**config.mk**
```make
export PLATFORM = sky130hd
export DESIGN_NAME = tdc_timebase
export DESIGN_NICKNAME = d
export VERILOG_FILES = /design/src/rtl/tdc_timebase_pkg.sv /design/src/rtl/tb_subcycle_ctr.sv /design/src/rtl/tb_coarse_sec.sv /design/src/rtl/tb_pps_offset.sv /design/src/rtl/tb_snapshot.sv /design/src/rtl/tdc_timebase.sv
export SDC_FILE = /design/constraint.sdc
export NUM_CORES = 1
export LEC_CHECK = 0
export BUFFER_PORTS_ARGS = -buffer_cell sky130_fd_sc_hd__buf_2
export CAP_MARGIN = 30
export CORE_UTILIZATION = 35
export DETAILED_ROUTE_END_ITERATION = 10
export SYNTH_ARGS = -nofsm -noshare
export SYNTH_HDL_FRONTEND = slang
export SYNTH_SLANG_ARGS = --single-unit
```
**constraint.sdc**
```tcl
create_clock -name clk_i -period 2.7 [get_ports clk_i]
set_clock_uncertainty 0.1 [all_clocks]
set_input_delay 0.135 -clock clk_i [delete_from_list [all_inputs] [get_ports clk_i]]
set_output_delay 0.135 -clock clk_i [all_outputs]
set_load 0.01 [all_outputs]
```
**src/rtl/tdc_timebase_pkg.sv**
```systemverilog
package tdc_timebase_pkg;
  localparam int unsigned DEF_SUB_W        = 5;        // 32 ticks of 8 ns per start period
  localparam int unsigned DEF_CYC_PER_SEC  = 3906250;  // 1 s / 256 ns
  localparam int unsigned DEF_SEC_W        = 32;
endpackage

```
**src/rtl/tb_subcycle_ctr.sv**
```systemverilog
module tb_subcycle_ctr #(
  parameter int unsigned SUB_W = 5
) (
  input  logic             clk_i,
  input  logic             rst_ni,
  output logic [SUB_W-1:0] sub_o,
  output logic             start_o
);
  localparam logic [SUB_W-1:0] SubMax = {SUB_W{1'b1}};

  logic [SUB_W-1:0] sub_q;

  always_ff @(posedge clk_i or negedge rst_ni) begin
    if (!rst_ni) sub_q <= '0;
    else         sub_q <= sub_q + SUB_W'(1);
  end

  assign sub_o   = sub_q;
  assign start_o = (sub_q == SubMax);

  assert_sub_step_R2: assert property (@(posedge clk_i) disable iff (!rst_ni)
    (sub_q != SubMax) |=> (sub_q == $past(sub_q) + SUB_W'(1)));
  assert_sub_wrap_R2: assert property (@(posedge clk_i) disable iff (!rst_ni)
    start_o |=> (sub_q == '0));
endmodule

```
**src/rtl/tb_coarse_sec.sv**
```systemverilog
module tb_coarse_sec #(
  parameter int unsigned CYC_PER_SEC = 3906250,
  parameter int unsigned SEC_W       = 32,
  localparam int unsigned CW         = (CYC_PER_SEC > 1) ? $clog2(CYC_PER_SEC) : 1
) (
  input  logic             clk_i,
  input  logic             rst_ni,
  input  logic             start_i,
  output logic [CW-1:0]    coarse_o,
  output logic [SEC_W-1:0] sec_o
);
  localparam logic [CW-1:0] CoarseLast = CW'(CYC_PER_SEC - 1);

  logic [CW-1:0]    coarse_q;
  logic [SEC_W-1:0] sec_q;
  logic             last_c;

  assign last_c = (coarse_q == CoarseLast);

  always_ff @(posedge clk_i or negedge rst_ni) begin
    if (!rst_ni) begin
      coarse_q <= '0;
      sec_q    <= '0;
    end else if (start_i) begin
      if (last_c) begin
        coarse_q <= '0;
        sec_q    <= sec_q + SEC_W'(1);
      end else begin
        coarse_q <= coarse_q + CW'(1);
      end
    end
  end

  assign coarse_o = coarse_q;
  assign sec_o    = sec_q;

  assert_coarse_step_R3: assert property (@(posedge clk_i) disable iff (!rst_ni)
    (start_i && !last_c) |=> (coarse_q == $past(coarse_q) + CW'(1)) && $stable(sec_q));
  assert_coarse_hold_R3: assert property (@(posedge clk_i) disable iff (!rst_ni)
    !start_i |=> $stable(coarse_q) && $stable(sec_q));
  assert_sec_roll_R4: assert property (@(posedge clk_i) disable iff (!rst_ni)
    (start_i && last_c) |=> (coarse_q == '0) && (sec_q == $past(sec_q) + SEC_W'(1)));
endmodule

```
**src/rtl/tb_pps_offset.sv**
```systemverilog
module tb_pps_offset #(
  parameter int unsigned SUB_W = 5
) (
  input  logic             clk_i,
  input  logic             rst_ni,
  input  logic             pps_i,
  input  logic [SUB_W-1:0] ext_lo_i,
  input  logic [SUB_W-1:0] sub_i,
  output logic [SUB_W-1:0] offset_o,
  output logic [SUB_W-1:0] offset_fwd_o
);
  logic [SUB_W-1:0] offset_q;
  logic [SUB_W-1:0] diff_c;

  // modulo 2^SUB_W by width truncation
  assign diff_c = ext_lo_i - sub_i;

  always_ff @(posedge clk_i or negedge rst_ni) begin
    if (!rst_ni)    offset_q <= '0;
    else if (pps_i) offset_q <= diff_c;
  end

  assign offset_o     = offset_q;
  assign offset_fwd_o = pps_i ? diff_c : offset_q;

  assert_offset_hold_R10: assert property (@(posedge clk_i) disable iff (!rst_ni)
    !pps_i |=> $stable(offset_q));
  assert_offset_cap_R5: assert property (@(posedge clk_i) disable iff (!rst_ni)
    pps_i |=> (offset_q + $past(sub_i) == $past(ext_lo_i)));
endmodule

```
**src/rtl/tb_snapshot.sv**
```systemverilog
module tb_snapshot #(
  parameter int unsigned SUB_W = 5,
  parameter int unsigned CW    = 22,
  parameter int unsigned SEC_W = 32
) (
  input  logic             clk_i,
  input  logic             rst_ni,
  input  logic             event_i,
  input  logic [SEC_W-1:0] sec_i,
  input  logic [CW-1:0]    coarse_i,
  input  logic [SUB_W-1:0] sub_i,
  input  logic [SUB_W-1:0] offset_i,
  output logic             valid_o,
  output logic [SEC_W-1:0] sec_o,
  output logic [CW-1:0]    coarse_o,
  output logic [SUB_W-1:0] sub_o,
  output logic [SUB_W-1:0] offset_o
);
  logic             valid_q;
  logic [SEC_W-1:0] sec_q;
  logic [CW-1:0]    coarse_q;
  logic [SUB_W-1:0] sub_q;
  logic [SUB_W-1:0] offset_q;

  always_ff @(posedge clk_i or negedge rst_ni) begin
    if (!rst_ni) valid_q <= 1'b0;
    else         valid_q <= event_i;
  end

  always_ff @(posedge clk_i or negedge rst_ni) begin
    if (!rst_ni) begin
      sec_q    <= '0;
      coarse_q <= '0;
      sub_q    <= '0;
      offset_q <= '0;
    end else if (event_i) begin
      sec_q    <= sec_i;
      coarse_q <= coarse_i;
      sub_q    <= sub_i;
      offset_q <= offset_i;
    end
  end

  assign valid_o  = valid_q;
  assign sec_o    = sec_q;
  assign coarse_o = coarse_q;
  assign sub_o    = sub_q;
  assign offset_o = offset_q;

  assert_valid_pulse_R7: assert property (@(posedge clk_i) disable iff (!rst_ni)
    event_i |=> valid_q && (sub_q == $past(sub_i)));
  assert_snap_hold_R8: assert property (@(posedge clk_i) disable iff (!rst_ni)
    !event_i |=> !valid_q && $stable(sec_q) && $stable(coarse_q) && $stable(sub_q) && $stable(offset_q));
endmodule

```
**src/rtl/tdc_timebase.sv**
```systemverilog
module tdc_timebase
  import tdc_timebase_pkg::*;
#(
  parameter int unsigned SUB_W       = DEF_SUB_W,
  parameter int unsigned CYC_PER_SEC = DEF_CYC_PER_SEC,
  parameter int unsigned SEC_W       = DEF_SEC_W,
  localparam int unsigned CW         = (CYC_PER_SEC > 1) ? $clog2(CYC_PER_SEC) : 1
) (
  input  logic             clk_i,
  input  logic             rst_ni,
  input  logic             pps_i,
  input  logic [SUB_W-1:0] ext_lo_i,
  input  logic             event_i,
  output logic             start_o,
  output logic             snap_valid_o,
  output logic [SEC_W-1:0] snap_sec_o,
  output logic [CW-1:0]    snap_coarse_o,
  output logic [SUB_W-1:0] snap_sub_o,
  output logic [SUB_W-1:0] snap_offset_o
);
  logic [SUB_W-1:0] sub;
  logic             start;
  logic [CW-1:0]    coarse;
  logic [SEC_W-1:0] sec;
  logic [SUB_W-1:0] offset;
  logic [SUB_W-1:0] offset_fwd;

  tb_subcycle_ctr #(.SUB_W(SUB_W)) u_sub (
    .clk_i, .rst_ni, .sub_o(sub), .start_o(start)
  );

  tb_coarse_sec #(.CYC_PER_SEC(CYC_PER_SEC), .SEC_W(SEC_W)) u_coarse (
    .clk_i, .rst_ni, .start_i(start), .coarse_o(coarse), .sec_o(sec)
  );

  tb_pps_offset #(.SUB_W(SUB_W)) u_off (
    .clk_i, .rst_ni, .pps_i, .ext_lo_i, .sub_i(sub),
    .offset_o(offset), .offset_fwd_o(offset_fwd)
  );

  tb_snapshot #(.SUB_W(SUB_W), .CW(CW), .SEC_W(SEC_W)) u_snap (
    .clk_i, .rst_ni, .event_i,
    .sec_i(sec), .coarse_i(coarse), .sub_i(sub), .offset_i(offset_fwd),
    .valid_o(snap_valid_o), .sec_o(snap_sec_o), .coarse_o(snap_coarse_o),
    .sub_o(snap_sub_o), .offset_o(snap_offset_o)
  );

  assign start_o = start;

  // pps never disturbs the local phase
  assert_pps_no_shift_R6: assert property (@(posedge clk_i) disable iff (!rst_ni)
    pps_i |=> (sub == $past(sub) + SUB_W'(1)));
  assert_coincide_R9: assert property (@(posedge clk_i) disable iff (!rst_ni)
    (pps_i && event_i) |=> (snap_offset_o == offset));
endmodule

```
# After elaboration in Yosys (flattened, before gate mapping)
# Index checks and enable logic that the tools add are counted.
dict set report word_totals {
  ff_bits 129
  latchBits 0
  mem_bits_rw 0
  mem_bits_ro 0
  out_inout_bits 66
  elab_cells 18
  n_memories 0
}
dict set report classes {
  n_addsub 4
  mul 0
  div_mod_pow 0
  order_cmp 0
  eq_ne 2
  shifts 0
  mux 2
  bitwise_logic 0
  reduce_logical 1
}
# op n
set ops {}
lappend ops {{$add 32x1->32 const B} 1}
lappend ops {{$add 22x1->22 const B} 1}
lappend ops {{$eq 22x22->1 const B} 1}
lappend ops {{$mux 22} 1}
lappend ops {{$add 5x1->5 const B} 1}
lappend ops {{$eq 5x5->1 const B} 1}
lappend ops {{$mux 5} 1}
lappend ops {{$sub 5x5->5} 1}
lappend ops {{$reduce_and 2->1} 1}

# Depth between registers and ports, before layout
# Gate-level depths: netlist of the first run.
dict set report logic_depth {
  ltp_word 2
  mapped_depth 9
  ltp_nobuf 9
}

# By module
# A second synthesis of the first run with hierarchy kept.
dict set report unflattened {
  hier_cells 435
  hier_area_um2 5884.4
}
# mod n_inst cells_per_inst area_each_um2 seq_area_each_um2
set modules_own_cells {}
lappend modules_own_cells {tb_snapshot 1 136 2703.8 1626.6}
lappend modules_own_cells {tb_coarse_sec 1 254 2651.3 1351.3}
lappend modules_own_cells {tb_pps_offset 1 33 345.3 125.1}
lappend modules_own_cells {tb_subcycle_ctr 1 12 183.9 125.1}

# Worst setup path after synthesis of the first run
# Ideal clock, no wire load.
dict set report synth_path {
  path_type {register to register}
  startpoint {register u_sub.sub_q[0] (netlist: u_sub.sub_o[0])}
  endpoint {register u_coarse.coarse_q[14] (netlist: u_coarse.coarse_o[14])}
  setup_time_ns 0.124
  arrival_ns 2.194
  path_slack_ns 0.281
  stages_incl_launch_ff 10
  period_less_slack_ns 2.419
  path_cell_list {dfrtp_1 -> ha_1 -> and3_1 -> ha_1 -> clkbuf_1 -> nand3_1 -> nor3_1 -> and3_1 -> nand3_1 -> xnor2_1}
}
dict set report synth_between {
  elab_chain_cells 1
}
# element line
set synth_lines {}
lappend synth_lines {{from (decl)} tb_subcycle_ctr.sv:11} ;# logic [SUB_W-1:0] sub_q;
lappend synth_lines {{from (signal assigned)} tb_subcycle_ctr.sv:15} ;# else sub_q <= sub_q + SUB_W'(1);
lappend synth_lines {{$eq 5x5->1} tb_subcycle_ctr.sv:19} ;# assign start_o = (sub_q == SubMax);
lappend synth_lines {{net start_o} tdc_timebase.sv:14} ;# output logic start_o,
lappend synth_lines {{to (signal assigned)} tb_coarse_sec.sv:29} ;# coarse_q <= coarse_q + CW'(1);
lappend synth_lines {{to (decl)} tb_coarse_sec.sv:14} ;# logic [CW-1:0] coarse_q;
# The timed path passes the listed nets, and every way through them passes these cells.
# A chain may end at the register's enable or synchronous reset.

# Final worst setup path of the first run
dict set report layout_path {
  startpoint {register u_sub.sub_q[0] (netlist: u_sub.sub_o[0])}
  endpoint {register u_coarse.coarse_q[19] (netlist: u_coarse.coarse_o[19])}
}
dict set report layout_between {
  elab_chain_cells 1
}
# element line
set layout_lines {}
lappend layout_lines {{$eq 5x5->1} tb_subcycle_ctr.sv:19}
# Every way passes these cells.

==> results of run 1 <==
[cells in the mapped netlist (all sizes together) (2+ instances only)]
cell / n / area share
nor4: 9 / 0.017
mux2: 68 / 0.14
buf: 4 / 0.0057
nor2b: 2 / 0.0023
or4b: 2 / 0.0036
nand3: 25 / 0.023
nand4: 20 / 0.024
and4bb: 2 / 0.0045
and3: 8 / 0.0091
a21oi: 3 / 0.0027
nand2: 18 / 0.012
nor3: 4 / 0.0036
clkbuf: 10 / 0.0068
ha: 9 / 0.020
xor2: 17 / 0.027
inv: 10 / 0.0068
and2: 2 / 0.0023
a21o: 5 / 0.0068
dfrtp: 129 / 0.59
nand3b: 2 / 0.0027
nor2: 17 / 0.012
xnor2: 36 / 0.057
and4: 4 / 0.0063
mux2i: 2 / 0.0036
o21ai: 4 / 0.0036
[stage by stage]
step	utilization	hold slack (ns)
after floorplan	-	-0.261
after global placement	0.403	0.138
after detailed placement	0.403	0.149
after CTS	0.443	0.0317
after global routing	0.443	0.0635
final	0.443	0.0456
[what timing repair did]
item                                    4_1_cts  5_1_grt
resized for setup                             0        1
buffers inserted                              0        0
endpoints found under the setup margin        0        1
hold buffers                                  2        0
endpoints found under the hold margin        55        0
[routing by layer]
metal  wire length, um  vias up
li1                  -     1662
met1              4970     1753
met2              5300       58
met3               418       12
met4               178        0
met5                 0        -
[sequential cells by signal, indices dropped and copies added, names as in the netlist, 5 cells and up]
| signal | flops |
|---|---|
| u_sub.sub_o | 5 |
| u_snap.coarse_o | 22 |
| u_snap.sub_o | 5 |
| u_coarse.coarse_o | 22 |
| u_snap.sec_o | 32 |
| u_snap.offset_o | 5 |
| u_off.offset_o | 5 |
| u_coarse.sec_o | 32 |
[power groups by stage]
stage | logic, W | registers, W | clock network, W
after CTS | 0.000171 | 0.00197 | 0.00229
after global routing | 0.000185 | 0.00197 | 0.00238
after floorplan | 0.0000727 | 0.00201 | 0
after global placement | 0.000164 | 0.00201 | 0
final | 0.000164 | 0.00197 | 0.00223
after detailed placement | 0.000169 | 0.00201 | 0
[cell families after synthesis]
family          after synthesis  share of synthesized area
xor+xnor                     53                     0.0841
mux                          70                      0.142
compound gates               13                     0.0147
flops                       129                      0.585
fa+ha+maj                    10                     0.0240
buf+inv                      24                     0.0193
simple gates                119                      0.130
[area by class of cell]
type	instances	area, um2
inverter	10	37.5
clock buffer	23	478
tap	211	264
multi-input combinational	265	2180
clock inverter	9	106
timing repair buffer	85	485
fill	1459	8530
sequential	129	3230
[final timing paths]
kind                                              end  slack, ns               start
worst min-delay path                u_off.offset_o[0]       0.05         ext_lo_i[0]
worst min register to register     u_coarse.sec_o[31]       0.38  u_coarse.sec_o[31]
worst max register to register  u_coarse.coarse_o[19]       0.26      u_sub.sub_o[0]
worst max-delay path            u_coarse.coarse_o[19]       0.26      u_sub.sub_o[0]
max in group asynchronous              u_sub.sub_o[3]       1.44              rst_ni
min in group asynchronous            u_snap.sec_o[28]       0.22              rst_ni
[critical path: stages, from the launching register on]
cell     delay (ns)
dfrtp_1        0.41
ha_1           0.22
and3_1         0.17
ha_1           0.25
buf_4          0.20
nand4_1        0.19
nor3_1         0.40
nand4_1        0.16
xor2_1         0.16
nor2_1         0.05
==> qor.csv, run 1 <==
metric,value,unit
synth_area,5520,um2
fin_nets,527,
clkPwrFrac,0.511,
layout_commonest_cell,dfrtp_1,
netlist_instances,418,
ant_nets,0,
layout_common_cells,"129 x dfrtp_1, 73 x buf_2, 68 x mux2_2",
met2_usage,0.231,
final_layout_size_suffix_gt1_frac,0.365,
fin_crit_sh,0.905,
core-area,15300,um2
fmax,409,MHz
setup_viol,0,
rsz0062_at_grt,false,
p_switching,0.000913,W
place_congestion,0.788,
met1_usage,0.189,
cts_sinks,129,
syn_nets,437,
hpwl,7.51,mm
status,finished clean,
slew_headroom,0.502,
p_leak,3.41,nW
ioPinCount,75,
min_path_type,input port to flop,
initial_core_util,0.360,
path_max_fanout,10,
p_seq_frac,0.451,
tns,0,ns
die_h,128,um
hold_viol,0,
worst_slack,0.256,ns
worst_pin_slew,0.741,ns
clock_path_buffers,2,
switching_share,0.209,
grtUsageMet3,0.0402,
finalPower,0.00437,W
antenna_found_initial,0,
placement.cell_area,6180,um2
drc,0,
die_x,128,um
via_per_inst,4.76,
dp.cells,698,
ys_seq_area_frac,0.585,
row_count,45,
finalWirelength,10.9,mm
ys_warn_count,0,
portBuffers,74,
clock_latency,0.41,ns
syn_area_per_cell,13.2,um2
crit_path_end_kind,flop,
grt_pass1_vias,3633,
power_density,644,nW/um2
synth.distinct_cells,36,
first_pass_iters,4,
grt.total_usage,0.147,
die_area,16300,um2
drtIter0Drc,210,
synth_edf_count,0,
worstPathArrival,2.63,ns
drv_slew,0,
cts_root_buffer,clkbuf_16,
async_flop_share,1.00,
comb_power_share,0.037,
synth-seq-cells,129,
area_delta_synth_final,22.9,%
htreeDepth,4,
grt_max_degree,55,
num_vias,3485,
fin_cells,732,
clk_pin_slew,0.06,ns
final_area,6780,um2
n_antenna_cell,0,
dp_slack,0.203,ns
min_period,2.44,ns
required,2.89,ns
worstSetupPathType,flop to flop,
overflow,0,
irDropWorstVdd,0.386,mV
grt_pass1_wl,18.4,mm
cts_inserted_buffers,17,
start_kind,flop,
holdPathStages,4,
drv_cap,0,
avgRoutedWirePerCell,14.8,um
cts_tree,built,
synthFlopType,dfrtp_1,
grt_most_used_layer,met2,
worst-r2r-cell-count,9,
internal_power,0.00346,W
Power figures use the tool's default switching activity.
==> run 2, diff against run 1 <==
- PLACE_DENSITY: unset -> 0.61
==> run 2 against run 1 <==
Critical path depth fell by 2. Final area rose by 1.1%. Via count rose by 0.26%. Setup slack worse by 0.017 ns. Clock-buffer cell count shrank 2. Clock power increased by 13%. First-iteration DRC count down 15%. Non-clock buffer count is 1 higher. Die area did not move. Routed wire length is 2.6% lower. Utilization up 0.50 points. Largest power group unchanged.
==> qor.csv, run 2 (synthesis results as in run 1) <==
metric,value,unit,change
antenna_found_initial,0,,unchanged
finalWirelength,10.6,mm,was 10.9 mm
start_kind,flop,,unchanged
via_per_inst,4.77,,was 4.76
fin_nets,528,,was 527
grt_pass1_vias,3551,,was 3633
crit_family,simple AND/OR/NAND/NOR gates,,unchanged
portBuffers,74,,unchanged
overflow,0,,unchanged
worstPathArrival,2.66,ns,was 2.63 ns
initial_core_util,0.360,,unchanged
drv_slew,0,,unchanged
path_cells,ha_1 > and3_1 > ha_1 > nand4_2 > nor4_4 > nand4_1 > xnor2_1,,was ha_1 > and3_1 > ha_1 > buf_4 > nand4_1 > nor3_1 > nand4_1 > xor2_1 > nor2_1
status,finished clean,,unchanged
die_area,16300,um2,unchanged
clock_path_buffers,2,,unchanged
min_path_type,input port to flop,,unchanged
ant_nets,0,,unchanged
grt_most_used_layer,met2,,unchanged
row_count,45,,unchanged
drc,0,,unchanged
hpwl,7.35,mm,was 7.51 mm
irDropWorstVdd,0.420,mV,was 0.386 mV
die_x,128,um,unchanged
final_layout_size_suffix_gt1_frac,0.370,,was 0.365
multi_input_area,2180,um2,unchanged
clk_pin_slew,0.05,ns,was 0.06 ns
cpPeakStageDelay,0.57,ns,was 0.41 ns
worstSetupPathType,flop to flop,,unchanged
grt.total_usage,0.142,,was 0.147
clock_latency,0.42,ns,was 0.41 ns
layout_commonest_cell,dfrtp_1,,unchanged
nFillCells,1465,,was 1459
tns,0,ns,unchanged
core-area,15300,um2,unchanged
hold_viol,0,,unchanged
grt_max_degree,48,,was 55
ioPinCount,75,,unchanged
place_congestion,0.750,,was 0.788
crit_path_end_kind,flop,,unchanged
met2_usage,0.227,,was 0.231
cts_inserted_buffers,17,,unchanged
dp.cells,699,,was 698
fin_crit_sh,0.912,,was 0.905
die_h,128,um,unchanged
layout_common_cells,"129 x dfrtp_1, 73 x buf_2, 68 x mux2_2",,unchanged
min_period,2.46,ns,was 2.44 ns
slew_headroom,0.508,,was 0.502
avgRoutedWirePerCell,14.4,um,was 14.8 um
fmax,406,MHz,was 409 MHz
post_cts.repair.setup_buffers,0,,unchanged
drtIter0Drc,179,,was 210
seqCellArea,3230,um2,unchanged
met1_usage,0.176,,was 0.189
n_antenna_cell,0,,unchanged
first_pass_iters,4,,unchanged
worst_pin_slew,0.733,ns,was 0.741 ns
worst_path_most_repeated_cell,ha_1,,
setup_viol,0,,unchanged
drv_cap,0,,unchanged
path_max_fanout,9,,was 10
rsz0062_at_grt,false,,unchanged
grt_pass1_wl,17.8,mm,was 18.4 mm
cts_root_buffer,clkbuf_16,,unchanged
num_vias,3494,,was 3485
required,2.90,ns,was 2.89 ns
power_density,679,nW/um2,was 644 nW/um2
fin_cells,733,,was 732
grtUsageMet3,0.0431,,was 0.0402
p_leak,3.45,nW,was 3.41 nW
critical-path-slowest-cell,nor4_4,,was dfrtp_1
area_delta_synth_final,24.3,%,was 22.9%
cp_num_buf_inv,0,,was 1
cts_sinks,129,,unchanged
cts_tree,built,,unchanged
htreeDepth,4,,unchanged
[run 2: routing by layer]
layer / vias up / share of wire
li1: 1659 / -
met1: 1761 / 0.46
met2: 58 / 0.48
met4: 0 / 0.018
met3: 16 / 0.038
met5: - / 0
[run 2: path summary, 6_finish.rpt]
| check | startpoint | end | slack [ns] | cells past startpoint |
|---|---|---|---|---|
| min reg2reg | u_coarse.sec_o[31] | u_coarse.sec_o[31] | 0.38 | 1 |
| min | ext_lo_i[0] | u_off.offset_o[0] | 0.04 | 4 |
| max | u_sub.sub_o[0] | u_coarse.sec_o[16] | 0.24 | 7 |
| max in group asynchronous | rst_ni | u_coarse.coarse_o[11] | 1.60 | 3 |
| max reg2reg | u_sub.sub_o[0] | u_coarse.sec_o[16] | 0.24 | 7 |
| min in group asynchronous | rst_ni | u_coarse.sec_o[22] | 0.15 | 2 |
[run 2: worst reg2reg max path: cells and delay by family, from the launching register on]
kind	cells	cell delay (ns)
adders and majority gates	2	0.51
xor gates and xnor gates	1	0.16
and+or+nand+nor	4	1.17
DFF	1	0.41
[run 2: where the power goes]
part           internal, W  switching (W)  total [W]
Clock              0.00170       0.000816    0.00252
Combinational    0.0000696      0.0000947   0.000164
Sequential         0.00196      0.0000112    0.00197
Total              0.00373       0.000922    0.00466
[run 2: stage by stage]
step                power, W  setup slack, ns  hold slack (ns)  utilization  instance area (um2)
floorplan            0.00209            0.281           -0.261            -                 5520
global placement     0.00217            0.286           0.0704        0.404                 6190
detailed placement   0.00217            0.190           0.0666        0.404                 6190
CTS                  0.00472            0.177           0.0205        0.448                 6860
global route         0.00482           0.0535           0.0692        0.448                 6860
finish               0.00466            0.239           0.0351        0.448                 6860
[run 2: what timing repair did]
item                       in CTS  in global routing
setup endpoints to repair       0                  1
hold buffers                    2                  0
resized for setup               0                  1
hold endpoints to repair       44                  0
[run 2: layout make-up]
cell class	count	share of cell area
inverter	10	0.00547
timing repair buffer	86	0.0719
tap	211	0.0385
clock inverter	11	0.0266
sequential	129	0.471
clock buffer	21	0.0686
multi-input combinational	265	0.318
==> run 3, diff against run 2 <==
- GPL_TIMING_DRIVEN: unset -> 0
==> run 3 against run 2 <==
Final area increased by 0.51%. First-iteration DRC count decreased by 15%. Via count increased by 0.26%. Clock power about the same. Flip-flop and latch count unchanged. Combinational power about the same. Worst hold slack improved by 0.016 ns. Sequential share of layout area decreased by 0.24 points. Total power decreased by 0.20%. Routed wire length increased by 2.1%. Maximum frequency decreased by 0.99%. Largest power group unchanged.
==> qor.csv, run 3 (synthesis results as in run 1) <==
metric,value,unit,change
crit_path_end_kind,flop,,unchanged
final_area,6900,um2,was 6860 um2
via_per_inst,4.73,,was 4.77
portBuffers,73,,was 74
drc,0,,unchanged
worstHoldEndpoint,u_off.offset_o[0],,unchanged
layout_commonest_cell,dfrtp_1,,unchanged
num_vias,3503,,was 3494
ioPinCount,75,,unchanged
htreeDepth,4,,unchanged
worst_pin_slew,0.707,ns,was 0.733 ns
die_h,128,um,unchanged
cts_sinks,129,,unchanged
highest_layer,met4,,unchanged
setup_viol,0,,unchanged
power_density,674,nW/um2,was 679 nW/um2
n_antenna_cell,0,,unchanged
nFillCells,1442,,was 1465
first_pass_iters,4,,unchanged
die_area,16300,um2,unchanged
cts_inserted_buffers,17,,unchanged
cts_root_buffer,clkbuf_16,,unchanged
r2r-end,u_coarse.coarse_o[14],,was u_coarse.sec_o[16]
fin_crit_sh,0.921,,was 0.912
drtIter0Drc,153,,was 179
start_kind,flop,,unchanged
holdPathStages,2,,was 4
status,finished clean,,unchanged
hpwl,7.47,mm,was 7.35 mm
clock_path_buffers,2,,unchanged
fin_cells,740,,was 733
grt_pass1_wl,18.3,mm,was 17.8 mm
rsz0062_at_grt,false,,unchanged
irDropWorstVdd,0.432,mV,was 0.420 mV
seqCellArea,3230,um2,unchanged
placement.cell_area,6180,um2,was 6190 um2
grt_pass1_vias,3626,,was 3551
area_delta_synth_final,25.0,%,was 24.3%
die_x,128,um,unchanged
worstPathArrival,2.68,ns,was 2.66 ns
fin_util,0.450,,was 0.448
cts_tree,built,,unchanged
fmax,402,MHz,was 406 MHz
routed-wl-met2,5.32,mm,was 5.13 mm
required,2.89,ns,was 2.90 ns
drv_slew,0,,unchanged
ff2ff_setup_slack,0.21,ns,was 0.24 ns
wl_met3,409,um,was 402 um
layout_common_cells,"129 x dfrtp_1, 73 x buf_2, 68 x mux2_2",,unchanged
dp.cells,703,,was 699
p_leak,3.46,nW,was 3.45 nW
core-area,15300,um2,unchanged
place_congestion,0.764,,was 0.750
wl_met1,4.91,mm,was 4.87 mm
clock_latency,0.42,ns,about the same
drv_cap,0,,unchanged
worstSetupPathType,flop to flop,,unchanged
finalWirelength,10.8,mm,was 10.6 mm
min_period,2.49,ns,was 2.46 ns
multi_input_area,2200,um2,was 2180 um2
grt.total_usage,0.146,,was 0.142
ant_nets,0,,unchanged
slew_headroom,0.525,,was 0.508
worst-r2r-cell-count,9,,was 7
grt_max_degree,77,,was 48
row_count,45,,unchanged
timing.rr.start,u_sub.sub_o[0],,unchanged
min_path_type,input port to flop,,unchanged
overflow,0,,unchanged
hold_viol,0,,unchanged
clk_pin_slew,0.06,ns,was 0.05 ns
hold_path.startpoint,pps_i,,was ext_lo_i[0]
avgRoutedWirePerCell,14.6,um,was 14.4 um
final_layout_size_suffix_gt1_frac,0.363,,was 0.370
path_max_fanout,10,,was 9
initial_core_util,0.360,,unchanged
antenna_found_initial,0,,unchanged
fin_nets,535,,was 528
[run 3: cell types whose count changed in the layout (fill, tap and decap cells not counted), sizes merged]
cell,change
clkbuf,+7
clkinvlp,+3
dlygate4sd3,+1
buf,-4
[run 3: where the power goes]
group          switching, W  total [W]  leakage (nW)  internal (W)
clock              0.000853    0.00251         0.308       0.00166
combinational     0.0000946   0.000164          1.40     0.0000693
sequential        0.0000104    0.00197          1.75       0.00196
total              0.000958    0.00465          3.46       0.00369
[run 3: worst max path at each step]
stage	from	endpoint	slack (ns)
6_report	u_sub.sub_o[0]	u_coarse.coarse_o[14]	0.21
5_1_grt	u_sub.sub_o[0]	u_coarse.sec_o[16]	0.009
4_1_cts	u_sub.sub_o[0]	u_coarse.sec_o[27]	0.07
3_5_place_dp	u_sub.sub_o[0]	u_coarse.coarse_o[14]	-0.21
3_3_place_gp	rst_ni	u_snap.coarse_o[18]	-0.25
2_1_floorplan	u_sub.sub_o[0]	u_coarse.coarse_o[14]	0.28
[run 3: layer usage]
metal  up-vias  track usage
met4         0       0.0609
met5         -            0
li1       1676            -
met1      1752        0.186
met3        12       0.0410
met2        63        0.233
[run 3: worst max-delay path, cell delays in order (launching register included)]
cell	delay, ns
dfrtp_1	0.43
ha_1	0.21
and3_1	0.16
ha_1	0.27
clkbuf_2	0.25
nand3_1	0.17
nor3_4	0.30
and3_1	0.23
nand3_1	0.10
xnor2_1	0.14
[run 3: stage by stage]
stage	total power, W	hold slack (ns)	setup WS [ns]	TNS, ns
5_1_grt	0.00481	0.0545	0.00926	0
6_report	0.00465	0.0513	0.214	0
3_3_place_gp	0.00216	0.173	-0.245	-30.64
3_5_place_dp	0.00217	0.0277	-0.210	-0.627
2_1_floorplan	0.00209	-0.261	0.281	0
4_1_cts	0.00471	0.0310	0.0738	0
[run 3: layout make-up]
type,count,share of cell area
clock buffer,18,0.0637
clock inverter,14,0.0308
inverter,10,0.00544
buffer,14,0.0102
timing repair buffer,79,0.0644
multi-input combinational,265,0.319
sequential,129,0.468
tap,211,0.0383
[run 3: repair_timing]
item,in CTS,in global routing
setup buffers,0,2
gates resized for setup,3,1
gates cloned,0,0
setup endpoints to repair,8,16
hold buffers,3,0
pin swaps,0,2
endpoints found under the hold margin,55,0
